===== config.mk =====
export PLATFORM = sky130hd
export DESIGN_NAME = mem_xfer_agu
export DESIGN_NICKNAME = d
export VERILOG_FILES = /design/src/rtl/xfer_pkg.sv /design/src/rtl/xfer_offset_gen.sv /design/src/rtl/xfer_addr_gen.sv /design/src/rtl/xfer_lane_ctl.sv /design/src/rtl/xfer_load_ext.sv /design/src/rtl/mem_xfer_agu.sv
export SDC_FILE = /design/constraint.sdc
export NUM_CORES = 1
export LEC_CHECK = 0
export BUFFER_PORTS_ARGS = -buffer_cell sky130_fd_sc_hd__buf_2
export CORE_MARGIN = 3
export CORE_UTILIZATION = 49
export CTS_BUF_LIST = sky130_fd_sc_hd__clkbuf_16
export CTS_CLUSTER_SIZE = 20
export DETAILED_ROUTE_END_ITERATION = 6
export PLACE_DENSITY = 0.81
export SLEW_MARGIN = 15
export SYNTH_ARGS = -nofsm -noshare
export SYNTH_HDL_FRONTEND = slang
export SYNTH_SLANG_ARGS = --single-unit

===== constraint.sdc =====
create_clock -name clk -period 4.41 [get_ports clk]
set_input_delay 0.882 -clock clk [delete_from_list [all_inputs] [get_ports clk]]
set_output_delay 0.882 -clock clk [all_outputs]
set_load 0.03 [all_outputs]

===== src/rtl/xfer_pkg.sv =====
package xfer_pkg;
  typedef enum logic [1:0] {
    SZ_WORD = 2'd0,
    SZ_HALF = 2'd1,
    SZ_BYTE = 2'd2
  } xfer_size_e;
endpackage


===== src/rtl/xfer_offset_gen.sv =====
module xfer_offset_gen #(
  parameter int DATA_W   = 32,
  parameter int IMM_W    = 12,
  parameter int PC_AHEAD = 8
) (
  input  logic              grp_half,
  input  logic              sel_reg,
  input  logic              reg_is_pc,
  input  logic              dir_up,
  input  logic [IMM_W-1:0]  imm,
  input  logic [DATA_W-1:0] reg_off,
  output logic [DATA_W-1:0] offset
);
  localparam int SPLIT_W = 8;

  logic [SPLIT_W-1:0] split_imm;
  logic [DATA_W-1:0]  imm_mag;
  logic [DATA_W-1:0]  reg_mag;
  logic [DATA_W-1:0]  mag;

  // The halfword form joins the top and bottom nibbles; the middle nibble is dropped
  assign split_imm = {imm[IMM_W-1 -: 4], imm[3:0]};

  always_comb begin
    if (grp_half) imm_mag = {{(DATA_W-SPLIT_W){1'b0}}, split_imm};
    else          imm_mag = {{(DATA_W-IMM_W){1'b0}}, imm};
    reg_mag = reg_off + (reg_is_pc ? DATA_W'(PC_AHEAD) : '0);
    mag     = sel_reg ? reg_mag : imm_mag;
    offset  = dir_up ? mag : (~mag + 1'b1);
  end
endmodule


===== src/rtl/xfer_addr_gen.sv =====
module xfer_addr_gen #(
  parameter int DATA_W   = 32,
  parameter int PC_AHEAD = 8
) (
  input  logic              base_is_pc,
  input  logic [DATA_W-1:0] base,
  input  logic [DATA_W-1:0] offset,
  input  logic              pre_idx,
  input  logic              wr_back,
  output logic [DATA_W-1:0] acc_addr,
  output logic [DATA_W-1:0] new_base,
  output logic              base_upd
);
  logic [DATA_W-1:0] base_eff;
  logic [DATA_W-1:0] sum;

  always_comb begin
    base_eff = base + (base_is_pc ? DATA_W'(PC_AHEAD) : '0);
    sum      = base_eff + offset;
    acc_addr = pre_idx ? sum : base_eff;
    new_base = sum;
    base_upd = !(pre_idx && !wr_back);
  end
endmodule


===== src/rtl/xfer_lane_ctl.sv =====
module xfer_lane_ctl
  import xfer_pkg::*;
#(
  parameter int DATA_W = 32,
  localparam int LANES = DATA_W / 8,
  localparam int LSB_W = $clog2(LANES)
) (
  input  xfer_size_e        size,
  input  logic [LSB_W-1:0]  addr_lo,
  input  logic [DATA_W-1:0] st_data,
  output logic [LANES-1:0]  be,
  output logic [DATA_W-1:0] wdata
);
  for (genvar i = 0; i < LANES; i++) begin : g_lane
    always_comb begin
      unique case (size)
        SZ_BYTE: begin
          be[i]          = (addr_lo == LSB_W'(i));
          wdata[8*i +: 8] = st_data[7:0];
        end
        SZ_HALF: begin
          be[i]          = ((addr_lo >> 1) == LSB_W'(i / 2));
          wdata[8*i +: 8] = st_data[8*(i % 2) +: 8];
        end
        default: begin
          be[i]          = 1'b1;
          wdata[8*i +: 8] = st_data[8*i +: 8];
        end
      endcase
    end
  end
endmodule


===== src/rtl/xfer_load_ext.sv =====
module xfer_load_ext
  import xfer_pkg::*;
#(
  parameter int DATA_W = 32,
  localparam int LANES = DATA_W / 8,
  localparam int LSB_W = $clog2(LANES)
) (
  input  xfer_size_e        size,
  input  logic              sign_ext,
  input  logic [LSB_W-1:0]  addr_lo,
  input  logic [DATA_W-1:0] rdata,
  output logic [DATA_W-1:0] ld_val
);
  logic [DATA_W-1:0] by_shift;
  logic [DATA_W-1:0] hw_shift;
  logic [7:0]        by_lane;
  logic [15:0]       hw_lane;

  always_comb begin
    by_shift = rdata >> {addr_lo, 3'b000};
    hw_shift = rdata >> {addr_lo[LSB_W-1:1], 4'b0000};
    by_lane  = by_shift[7:0];
    hw_lane  = hw_shift[15:0];
    unique case (size)
      SZ_BYTE: ld_val = {{(DATA_W-8){sign_ext & by_lane[7]}}, by_lane};
      SZ_HALF: ld_val = {{(DATA_W-16){sign_ext & hw_lane[15]}}, hw_lane};
      default: ld_val = rdata;
    endcase
  end
endmodule


===== src/rtl/mem_xfer_agu.sv =====
module mem_xfer_agu
  import xfer_pkg::*;
#(
  parameter int DATA_W   = 32,
  parameter int IMM_W    = 12,
  parameter int PC_AHEAD = 8,
  localparam int LANES   = DATA_W / 8,
  localparam int LSB_W   = $clog2(LANES)
) (
  input  logic              clk,
  input  logic              rst_n,
  input  logic              op_valid,
  input  logic              op_grp_half,
  input  logic              is_load,
  input  logic              pre_idx,
  input  logic              dir_up,
  input  logic              wr_back,
  input  logic              wg_byte,
  input  logic              hg_half,
  input  logic              hg_signed,
  input  logic [DATA_W-1:0] base_val,
  input  logic              base_is_pc,
  input  logic              off_sel_reg,
  input  logic [DATA_W-1:0] off_reg,
  input  logic              off_is_pc,
  input  logic [IMM_W-1:0]  imm_field,
  input  logic [DATA_W-1:0] store_data,
  output logic              mem_req,
  output logic              mem_we,
  output logic [DATA_W-1:0] mem_addr,
  output logic [LANES-1:0]  mem_be,
  output logic [DATA_W-1:0] mem_wdata,
  input  logic [DATA_W-1:0] mem_rdata,
  output logic              wb_en,
  output logic [DATA_W-1:0] wb_value,
  output logic              ld_valid,
  output logic [DATA_W-1:0] ld_data
);
  // Reset: asserted asynchronously, released on a clock edge
  logic [1:0] rst_pipe;
  logic       rst_sync_n;

  always_ff @(posedge clk or negedge rst_n) begin
    if (!rst_n) rst_pipe <= 2'b00;
    else        rst_pipe <= {rst_pipe[0], 1'b1};
  end
  assign rst_sync_n = rst_pipe[1];

  // Access size and extension decode
  xfer_size_e size_c;
  logic       sext_c;

  always_comb begin
    if (op_grp_half) begin
      size_c = hg_half ? SZ_HALF : SZ_BYTE;
      sext_c = hg_half ? hg_signed : 1'b1;
    end else begin
      size_c = wg_byte ? SZ_BYTE : SZ_WORD;
      sext_c = 1'b0;
    end
  end

  logic [DATA_W-1:0] offset_c;
  logic [DATA_W-1:0] addr_c;
  logic [DATA_W-1:0] nbase_c;
  logic              upd_c;
  logic [LANES-1:0]  be_c;
  logic [DATA_W-1:0] wdata_c;

  xfer_offset_gen #(.DATA_W(DATA_W), .IMM_W(IMM_W), .PC_AHEAD(PC_AHEAD)) u_off (
    .grp_half  (op_grp_half),
    .sel_reg   (off_sel_reg),
    .reg_is_pc (off_is_pc),
    .dir_up    (dir_up),
    .imm       (imm_field),
    .reg_off   (off_reg),
    .offset    (offset_c)
  );

  xfer_addr_gen #(.DATA_W(DATA_W), .PC_AHEAD(PC_AHEAD)) u_addr (
    .base_is_pc (base_is_pc),
    .base       (base_val),
    .offset     (offset_c),
    .pre_idx    (pre_idx),
    .wr_back    (wr_back),
    .acc_addr   (addr_c),
    .new_base   (nbase_c),
    .base_upd   (upd_c)
  );

  xfer_lane_ctl #(.DATA_W(DATA_W)) u_lane (
    .size    (size_c),
    .addr_lo (addr_c[LSB_W-1:0]),
    .st_data (store_data),
    .be      (be_c),
    .wdata   (wdata_c)
  );

  // Request stage
  logic              req_q,   req_d;
  logic              we_q,    we_d;
  logic [DATA_W-1:0] addr_q,  addr_d;
  logic [LANES-1:0]  be_q,    be_d;
  logic [DATA_W-1:0] wd_q,    wd_d;
  logic              wbe_q,   wbe_d;
  logic [DATA_W-1:0] wbv_q,   wbv_d;
  logic              pre_q,   pre_d;
  logic              sext_q,  sext_d;
  xfer_size_e        size_q,  size_d;
  // Response stage
  logic              ldv_q,   ldv_d;
  logic [DATA_W-1:0] ldd_q,   ldd_d;
  logic [DATA_W-1:0] ext_c;

  xfer_load_ext #(.DATA_W(DATA_W)) u_ext (
    .size     (size_q),
    .sign_ext (sext_q),
    .addr_lo  (addr_q[LSB_W-1:0]),
    .rdata    (mem_rdata),
    .ld_val   (ext_c)
  );

  always_comb begin
    req_d  = op_valid;
    wbe_d  = op_valid & upd_c;
    we_d   = we_q;
    addr_d = addr_q;
    be_d   = be_q;
    wd_d   = wd_q;
    wbv_d  = wbv_q;
    pre_d  = pre_q;
    sext_d = sext_q;
    size_d = size_q;
    if (op_valid) begin
      we_d   = !is_load;
      addr_d = addr_c;
      be_d   = be_c;
      wd_d   = wdata_c;
      wbv_d  = nbase_c;
      pre_d  = pre_idx;
      sext_d = sext_c;
      size_d = size_c;
    end
    ldv_d = req_q & !we_q;
    ldd_d = ldv_d ? ext_c : ldd_q;
  end

  always_ff @(posedge clk or negedge rst_sync_n) begin
    if (!rst_sync_n) begin
      req_q  <= 1'b0;
      we_q   <= 1'b0;
      addr_q <= '0;
      be_q   <= '0;
      wd_q   <= '0;
      wbe_q  <= 1'b0;
      wbv_q  <= '0;
      pre_q  <= 1'b0;
      sext_q <= 1'b0;
      size_q <= SZ_WORD;
      ldv_q  <= 1'b0;
      ldd_q  <= '0;
    end else begin
      req_q  <= req_d;
      we_q   <= we_d;
      addr_q <= addr_d;
      be_q   <= be_d;
      wd_q   <= wd_d;
      wbe_q  <= wbe_d;
      wbv_q  <= wbv_d;
      pre_q  <= pre_d;
      sext_q <= sext_d;
      size_q <= size_d;
      ldv_q  <= ldv_d;
      ldd_q  <= ldd_d;
    end
  end

  assign mem_req   = req_q;
  assign mem_we    = we_q;
  assign mem_addr  = addr_q;
  assign mem_be    = be_q;
  assign mem_wdata = wd_q;
  assign wb_en     = wbe_q;
  assign wb_value  = wbv_q;
  assign ld_valid  = ldv_q;
  assign ld_data   = ldd_q;

  // Assertions
  p_req_follows_op_r6: assert property (@(posedge clk) disable iff (!rst_sync_n)
    op_valid |=> mem_req);
  p_load_answers_r6: assert property (@(posedge clk) disable iff (!rst_sync_n)
    (mem_req && !mem_we) |=> ld_valid);
  p_no_spurious_ld_r6: assert property (@(posedge clk) disable iff (!rst_sync_n)
    !(mem_req && !mem_we) |=> !ld_valid);
  p_wb_only_with_req_r4: assert property (@(posedge clk) disable iff (!rst_sync_n)
    wb_en |-> mem_req);
  p_pre_wb_addr_r4: assert property (@(posedge clk) disable iff (!rst_sync_n)
    (mem_req && wb_en && pre_q) |-> (wb_value == mem_addr));
  p_byte_lane_one_r10: assert property (@(posedge clk) disable iff (!rst_sync_n)
    (mem_req && size_q == SZ_BYTE) |-> ($countones(mem_be) == 1));
  p_half_lane_two_r10: assert property (@(posedge clk) disable iff (!rst_sync_n)
    (mem_req && size_q == SZ_HALF) |-> ($countones(mem_be) == 2));
  p_byte_store_copy_r9: assert property (@(posedge clk) disable iff (!rst_sync_n)
    (mem_req && mem_we && size_q == SZ_BYTE) |-> (mem_wdata == {LANES{mem_wdata[7:0]}}));
  p_signed_byte_fill_r8: assert property (@(posedge clk) disable iff (!rst_sync_n)
    (ld_valid && $past(size_q == SZ_BYTE && sext_q))
      |-> (ld_data[DATA_W-1:8] == {(DATA_W-8){ld_data[7]}}));
endmodule


==> summary.txt, run 1 <==
Synthesis
  • Largest cells by area after synthesis: dfrtp_1, mux2i_1, a21oi_1
  • Area leader, netlist: dfrtp_1
  • Count of flip-flops with a built-in enable after synthesis: 0
  • Top_reg_cell synth: dfrtp_1
  • Ys Warns: 0
  • Seq cells post-synth: around 140
  • Most common cell in the netlist: dfrtp_1
  • Cells after synthesis: between 1000 and 1500
  • Post-synth ARST share: 1.00
  • Post-synthesis sequential area ratio: 0.335
  • Yosys top cell area share: 0.335
  • Post-synth top cells: dfrtp_1, a21oi_1, nand2_1, nor2_1, xnor2_1
  • Avg Cell Area, Syn: around 8.9 um^2
  • Synth Net Count: 1377
  • Mapped Area: around 0.011 mm^2
  • Unique masters post-synth: 89

Cells and area
  • Fill cell count: between 1500 and 2000
  • Fin cells: a little under 2000
  • Layout cell share with drive strength beyond 1: 0.428
  • Design area: 0.0150 mm^2
  • Fin util: 0.727
  • Area delta synth->final: 43.0%
  • Final net count: ~1900
  • Total area of multi-input combinational cells: just over 0.007 mm^2
  • Seq. cell area: approximately 0.0035 mm^2

STA
  • Fmax: 210 MHz
  • PnR worst setup slack: -0.346 ns
  • Slew margin rel.: 0.429
  • Setup Skew: 0.00582 ns
  • Max-slew violations: 0
  • Pin slew with the least headroom to its limit: roughly 0.86 ns
  • Hold Vio Cnt, Final: 0
  • Crit share post-route: 1.08
  • RSZ-0062 raised after global routing: yes
  • Final Critical Period: between 4 and 5 ns
  • Hold slack: ~0.23 ns
  • Setup_tns: -5.49 ns
  • Total setup violations reported at the end of the flow: 27

Worst setup path
  • FF-to-FF path depth: 6
  • Worst path arrival time: a little over 5 ns
  • Worst R2R End: ld_data[3]$_DFFE_PN0P_
  • Critical path required time: between 4 and 5 ns
  • RR Startpoint: size_q[0]$_DFFE_PN0P_
  • Max FO, Critical Path: 5
  • CP Capture Type: register
  • Setup crit start kind: primary input
  • R2r setup slk: ~1.8 ns
  • CP Class: in2reg

Clock network
  • CTS root buf: clkbuf_16
  • Max clock buf depth: 2
  • Clock Pin Slew Worst Setup and Hold Paths: roughly 0.07 ns
  • Worst skew pair latency: 0.43 ns
  • Cts hold-fix bufs: 0
  • CTS tree: done
  • Number of buffers created by CTS: 17
  • H-tree levels: 4
  • Clk sink count: 141

GRT
  • Initial antenna violation count: 3
  • Vias in the first global route: ~11000
  • GRT Overall Usage: 0.296
  • Largest net degree at the start of global routing: 150
  • GRT Residual Overflow: 0
  • First-pass GRT wire length: 56.3 mm

Pwr
  • Power share of the clock group: 0.254
  • NetSw: approximately 2.4 mW
  • Switching Fraction: 0.404
  • Power Dens Cells: 396 mW/mm^2
  • Sequential share of power: 0.299
  • Int Power: 3.55 mW
  • Pleak: approximately 7.2 nW
  • Maximum vdd drop: about 0.32 mV
  • Combinational share of power: 0.447
  • Total power: just under 6 mW

Detailed routing
  • DR vias: about 11000
  • Remaining antenna violation count: 0
  • Drt pass-1 iters: 6
  • Vias per inst: 5.79
  • Final wirelength: 35.8 mm
  • # DRC: 0
  • Iter 0 DRT Violations: roughly 940
  • Wirelength per Cell: roughly 18 um

Hold path
  • Min-Delay Path Class: in2async

Floorplan
  • Die height: 153 um
  • Chip Width: roughly 150 um
  • Effective utilization at floorplan: 0.508
  • Die area: approximately 0.023 mm^2
  • Row count: 52
  • IO Count: 290
  • Core area: between 0.02 and 0.025 mm^2

Run
  • Max_cap viols: 0

Placed design
  • Cells after DPL: about 1900
  • Dpl hpwl: about 27 mm
  • I/O Buffers: 289
  • Placer Congestion: 0.973
  • Pre-CTS setup slack: -0.858 ns
  • DP Area: between 0.01 and 0.015 mm^2

Run status
  • Failing checks: setup timing
  • Status: finished, violations left
==> state kept, by name, indices dropped and copies added, names as in the netlist <==
register / flops
ld_data: 32
ld_valid: 1
mem_addr: 32
mem_be: 4
mem_req: 1
mem_wdata: 32
mem_we: 1
rst_pipe: 2
sext_q: 1
size_q: 2
wb_en: 1
wb_value: 32
==> critical path, stage by stage <==
cell,delay (ns)
buf_8,0.07
ha_4,0.14
ha_4,0.17
nand3_4,0.10
o32a_1,0.33
a221oi_2,0.31
or2_4,0.17
and4bb_2,0.28
nand3b_1,0.16
o21a_1,0.24
o22ai_2,0.09
ha_1,0.26
and3_4,0.21
buf_12,0.13
a31oi_4,0.17
o21ai_4,0.10
a2111oi_4,0.39
nor4_2,0.09
nor3_1,0.14
buf_4,0.17
o21ai_4,0.06
xor2_1,0.17
mux2_4,0.25
==> layout by cell type (no fill, tap or decap), types with 9 or more instances in the layout <==
master | netlist | routed
nand4_1 | 18 | 18
a21oi_1 | 120 | 112
nor2_1 | 105 | 101
mux2_2 | 49 | 41
buf_2 | 4 | 286
dfrtp_1 | 141 | 140
nor2b_1 | 17 | 16
xnor2_1 | 66 | 58
xor2_1 | 34 | 33
clkbuf_16 | 0 | 17
nand2b_1 | 11 | 9
nor3_1 | 9 | 9
a22oi_1 | 11 | 11
and3_1 | 13 | 10
a211oi_1 | 14 | 12
mux2i_1 | 64 | 61
nand2_1 | 112 | 109
a21o_1 | 20 | 20
o21ai_0 | 54 | 49
ha_1 | 38 | 33
and4_1 | 13 | 11
inv_1 | 28 | 27
nand3_1 | 30 | 29
buf_4 | 2 | 234
==> repair_timing <==
action                                  CTS  global route
pin swaps                                58            44
gates resized for setup                  46            51
endpoints found under the hold margin     0             0
endpoints found under the setup margin   28            36
gates cloned                              0             0
buffers inserted                         16            12
==> how the worst max path moves through the flow <==
stage,startpoint,endpoint,slack (ns),cells after the start
6_report,off_reg[3],wb_value[30]$_DFFE_PN0P_,-0.35,23
4_1_cts,off_reg[3],mem_addr[29]$_DFFE_PN0P_,-0.28,21
5_1_grt,off_reg[3],wb_value[30]$_DFFE_PN0P_,-0.57,23
3_3_place_gp,off_is_pc,wb_value[30]$_DFFE_PN0P_,-0.83,20
2_1_floorplan,off_is_pc,wb_value[30]$_DFFE_PN0P_,-0.64,21
3_5_place_dp,off_is_pc,wb_value[30]$_DFFE_PN0P_,-0.86,20
==> logic make-up (layout without fill, tap and decap cells) <==
logic type                 count (synthesis)  after routing  share of synthesized area
and+or+nand+nor                          386            386                      0.188
AOI/OAI and AO/OA                        307            307                      0.186
DFF                                      141            141                      0.335
muxes                                    114            114                      0.116
xor gates and xnor gates                 100            100                     0.0833
buffers and inverters                     96            592                     0.0437
adders and majority gates                 39             39                     0.0471
other                                      1              3                   0.000357
==> layer usage <==
| metal | routed length (um) | part of all wire | vias up | track usage |
|---|---|---|---|---|
| met5 | 9 | 0.00025 | - | 0 |
| li1 | - | - | 5279 | - |
| met2 | 17600 | 0.49 | 519 | 0.514 |
| met4 | 1710 | 0.048 | 2 | 0.125 |
| met1 | 13900 | 0.39 | 5376 | 0.357 |
| met3 | 2580 | 0.072 | 124 | 0.0625 |
==> power groups by stage <==
stage	combinational (mW)	clock, mW	sequential, mW
after global placement	2.42	0	1.79
after CTS	2.57	1.53	1.78
after detailed placement	2.47	0	1.79
after floorplan	0.991	0	2.34
after global routing	2.84	1.59	1.82
final	2.67	1.51	1.78
==> cell type report <==
| cell class | count | area share |
|---|---|---|
| flip-flops and latches | 141 | 0.235 |
| repair buffers | 530 | 0.221 |
| clock inverters | 15 | 0.0124 |
| well taps | 270 | 0.0225 |
| inverters | 30 | 0.00749 |
| multi-input cells | 947 | 0.473 |
| clock buffers | 17 | 0.0283 |
| diodes | 2 | 0.000333 |
(Power assumes the default switching activity.)
==> run 2: changes to the inputs <==
--- a/config.mk
+++ b/config.mk
@@ -9,3 +9,3 @@
 export CORE_MARGIN = 3
-export CORE_UTILIZATION = 49
+export CORE_UTILIZATION = 50
 export CTS_BUF_LIST = sky130_fd_sc_hd__clkbuf_16
@@ -13,3 +13,3 @@
 export DETAILED_ROUTE_END_ITERATION = 6
-export PLACE_DENSITY = 0.81
+export PLACE_DENSITY = 0.82
 export SLEW_MARGIN = 15
@@ -17,2 +17,3 @@
 export SYNTH_HDL_FRONTEND = slang
+export SYNTH_HIERARCHICAL = 1
 export SYNTH_SLANG_ARGS = --single-unit
==> constraint.sdc (replaced) <==
create_clock -name clk -period 4.41 [get_ports clk]
set_input_delay 0.441 -clock clk [delete_from_list [all_inputs] [get_ports clk]]
set_output_delay 0.441 -clock clk [all_outputs]
set_load 0.03 [all_outputs]
==> summary.txt, run 2 <==
Hold path
  • Hold Path Stages: 2
  • Hold_sp: is_load
  • Min-Delay Path Class: in2reg
  • Hold Path Sink: mem_we$_DFFE_PN0P_

Synthesis
  • Top_reg_cell synth: dfrtp_1
  • Post-synth ARST share: 1.00
  • Largest cells by area after synthesis: dfrtp_1, mux2_2, mux2_4
  • Post-synthesis sequential area ratio: 0.305
  • Post-synth top cells: dfrtp_1, mux2_2, a21oi_1, xnor2_1, nand2_1
  • Most common cell in the netlist: dfrtp_1
  • Count of flip-flops with a built-in enable after synthesis: 0
  • Avg Cell Area, Syn: ~10 um^2
  • Cells after synthesis: between 1000 and 1500
  • Unique masters post-synth: 84
  • Seq cells post-synth: approximately 140
  • Ys Warns: 6
  • Synth Net Count: 1361
  • Yosys top cell area share: 0.305
  • Area leader, netlist: dfrtp_1
  • Mapped Area: ~0.012 mm^2

GRT
  • GRT Residual Overflow: 0
  • Largest net degree at the start of global routing: 102
  • Initial antenna violation count: 5
  • Met2 usage: 0.455
  • Met1 usage: 0.351
  • GRT Overall Usage: 0.270
  • Global route hottest layer: met2
  • Vias in the first global route: between 10000 and 15000
  • First-pass GRT wire length: approximately 54 mm
  • Routing usage on met3: 0.0547

STA
  • PnR worst setup slack: -0.0129 ns
  • Crit share post-route: 1.00
  • Final Critical Period: 4.42 ns
  • Setup Skew: 0.0142 ns
  • Slew margin rel.: 0.444
  • RSZ-0062 raised after global routing: yes
  • Hold Vio Cnt, Final: 0
  • Pin slew with the least headroom to its limit: 0.834 ns
  • Setup_tns: -0.0129 ns
  • Total setup violations reported at the end of the flow: 1
  • Fmax: around 230 MHz
  • Max-slew violations: 0

Clock network
  • Max clock buf depth: 2
  • Worst skew pair latency: ~0.4 ns
  • CTS root buf: clkbuf_16
  • CTS tree: done
  • Number of buffers created by CTS: 17
  • Clock Pin Slew Worst Setup and Hold Paths: ~0.070 ns
  • H-tree levels: 4
  • Clk sink count: ~140

Worst setup path
  • FF-to-FF path depth: 5
  • CP Class: in2reg
  • Setup crit start kind: primary input
  • RR Startpoint: mem_addr[1]$_DFFE_PN0P_
  • CP Capture Type: register
  • R2r setup slk: a little under 2 ns
  • Worst path arrival time: ~4.7 ns
  • Max FO, Critical Path: 4
  • Critical path required time: roughly 4.7 ns
  • Worst R2R End: ld_data[15]$_DFFE_PN0P_

Pwr
  • Power Dens Cells: approximately 420 mW/mm^2
  • Pleak: about 7.4 nW
  • Maximum vdd drop: 0.412 mV

Run
  • Max_cap viols: 0

Placed design
  • Placer Congestion: roughly 0.9
  • I/O Buffers: about 290
  • Cells after DPL: ~1800
  • Dpl hpwl: about 28 mm

Detailed routing
  • Remaining antenna violation count: 0
  • Final wirelength: 35.3 mm
  • # DRC: 0
  • Vias per inst: about 5.7
  • Drt pass-1 iters: 5
  • Wirelength per Cell: 18.6 um
  • Iter 0 DRT Violations: 786
  • DR vias: about 11000

Run status
  • Failing checks: setup timing
  • Status: finished, violations left

Floorplan
  • Row count: 54
  • Die height: about 160 um
  • Chip Width: 158 um
  • Die area: ~0.025 mm^2
  • Core area: between 0.02 and 0.025 mm^2
  • IO Count: 290
  • Effective utilization at floorplan: 0.520

Cells and area
  • Fin cells: ~1900
  • Area delta synth->final: 35.0%
  • Fill cell count: around 1700
  • Layout cell share with drive strength beyond 1: 0.510
  • Most common cell after layout, fill and taps aside: buf_2
  • Most frequent cells in the layout: buf_2, buf_4, dfrtp_1, mux2_2, mux2_4
  • Final net count: ~1800
-- run 2: timing repair --
action / 4_1_cts / 5_1_grt
buffers inserted: 7 / 6
endpoints found under the setup margin: 8 / 22
gates resized for setup: 20 / 63
hold endpoints to repair: 2 / 0
pin swaps: 17 / 37
hold buffers: 1 / 0
-- run 2: report_power, final --
part           switching [mW]  internal, mW
combinational            1.85          1.38
clock                   0.589         0.784
sequential              0.236          1.65
total                    2.67          3.81
-- run 2: worst max path at each step --
stage / depth (start not counted) / slack (ns) / start / to
floorplan: 24 / -0.66 / off_sel_reg / mem_addr[30]$_DFFE_PN0P_
global placement: 21 / -0.44 / off_sel_reg / mem_addr[22]$_DFFE_PN0P_
detailed placement: 21 / -0.59 / off_sel_reg / mem_addr[30]$_DFFE_PN0P_
CTS: 22 / 0.006 / off_sel_reg / mem_addr[24]$_DFFE_PN0P_
global route: 24 / -0.17 / off_is_pc / mem_addr[28]$_DFFE_PN0P_
finish: 23 / -0.01 / off_sel_reg / mem_addr[28]$_DFFE_PN0P_
-- run 2: logic make-up after synthesis --
group / count (synthesis) / share of synthesized area
other: 1 / 0.000325
multiplexers: 207 / 0.220
buffers and inverters: 99 / 0.0474
AND/OR/NAND/NOR: 310 / 0.149
XOR/XNOR: 100 / 0.0758
adder cells (fa/ha/maj): 48 / 0.0526
AO/OA/AOI/OAI: 253 / 0.149
flip-flops: 141 / 0.305
-- run 2: worst max-delay path, cell delays in order --
cell and delay [ns]:
buf_12 0.09, mux2i_4 0.22, ha_2 0.21, or4b_4 0.46, a2bb2o_4 0.21, o211ai_1 0.13, a21oi_2 0.21, buf_4 0.15
buf_6 0.09, a31oi_1 0.10, xnor2_1 0.16, buf_4 0.16, ha_1 0.25, a21oi_2 0.21, o21bai_4 0.08, a221oi_2 0.21
buf_4 0.16, o311ai_4 0.11, buf_4 0.19, a311oi_2 0.25, xnor2_1 0.12, mux2_4 0.26, mux2_4 0.25
-- run 2: through the flow --
| step | util | setup slack (ns) | hold slack [ns] | instance area (um^2) | power, mW |
|---|---|---|---|---|---|
| 2_1_floorplan | - | -0.655 | 0.145 | 11800 | 3.93 |
| 3_3_place_gp | 0.653 | -0.444 | 0.228 | 14500 | 4.93 |
| 3_5_place_dp | 0.653 | -0.586 | 0.230 | 14500 | 5.01 |
| 4_1_cts | 0.685 | 0.00609 | 0.197 | 15200 | 6.42 |
| 5_1_grt | 0.702 | -0.167 | 0.197 | 15600 | 6.81 |
| 6_report | 0.702 | -0.0129 | 0.204 | 15600 | 6.49 |
-- run 2: metal layers --
layer  vias to the layer above  wire length (um)
li1                       5119                 -
met1                      5195             14700
met2                       367             17200
met3                        70              2290
met4                         6              1060
met5                         -                34
-- run 2: area by class of cell --
| type | instances | area, um^2 | area share |
|---|---|---|---|
| Tap cell | 280 | 350 | 0.0225 |
| Clock inverter | 15 | 135 | 0.00866 |
| Antenna cell | 2 | 5.00 | 0.000321 |
| Timing Repair Buffer | 489 | 2990 | 0.192 |
| Inverter | 29 | 109 | 0.00698 |
| Clock buffer | 17 | 425 | 0.0273 |
| Sequential cell | 141 | 3530 | 0.226 |
| Multi-Input combinational cell | 919 | 8050 | 0.516 |
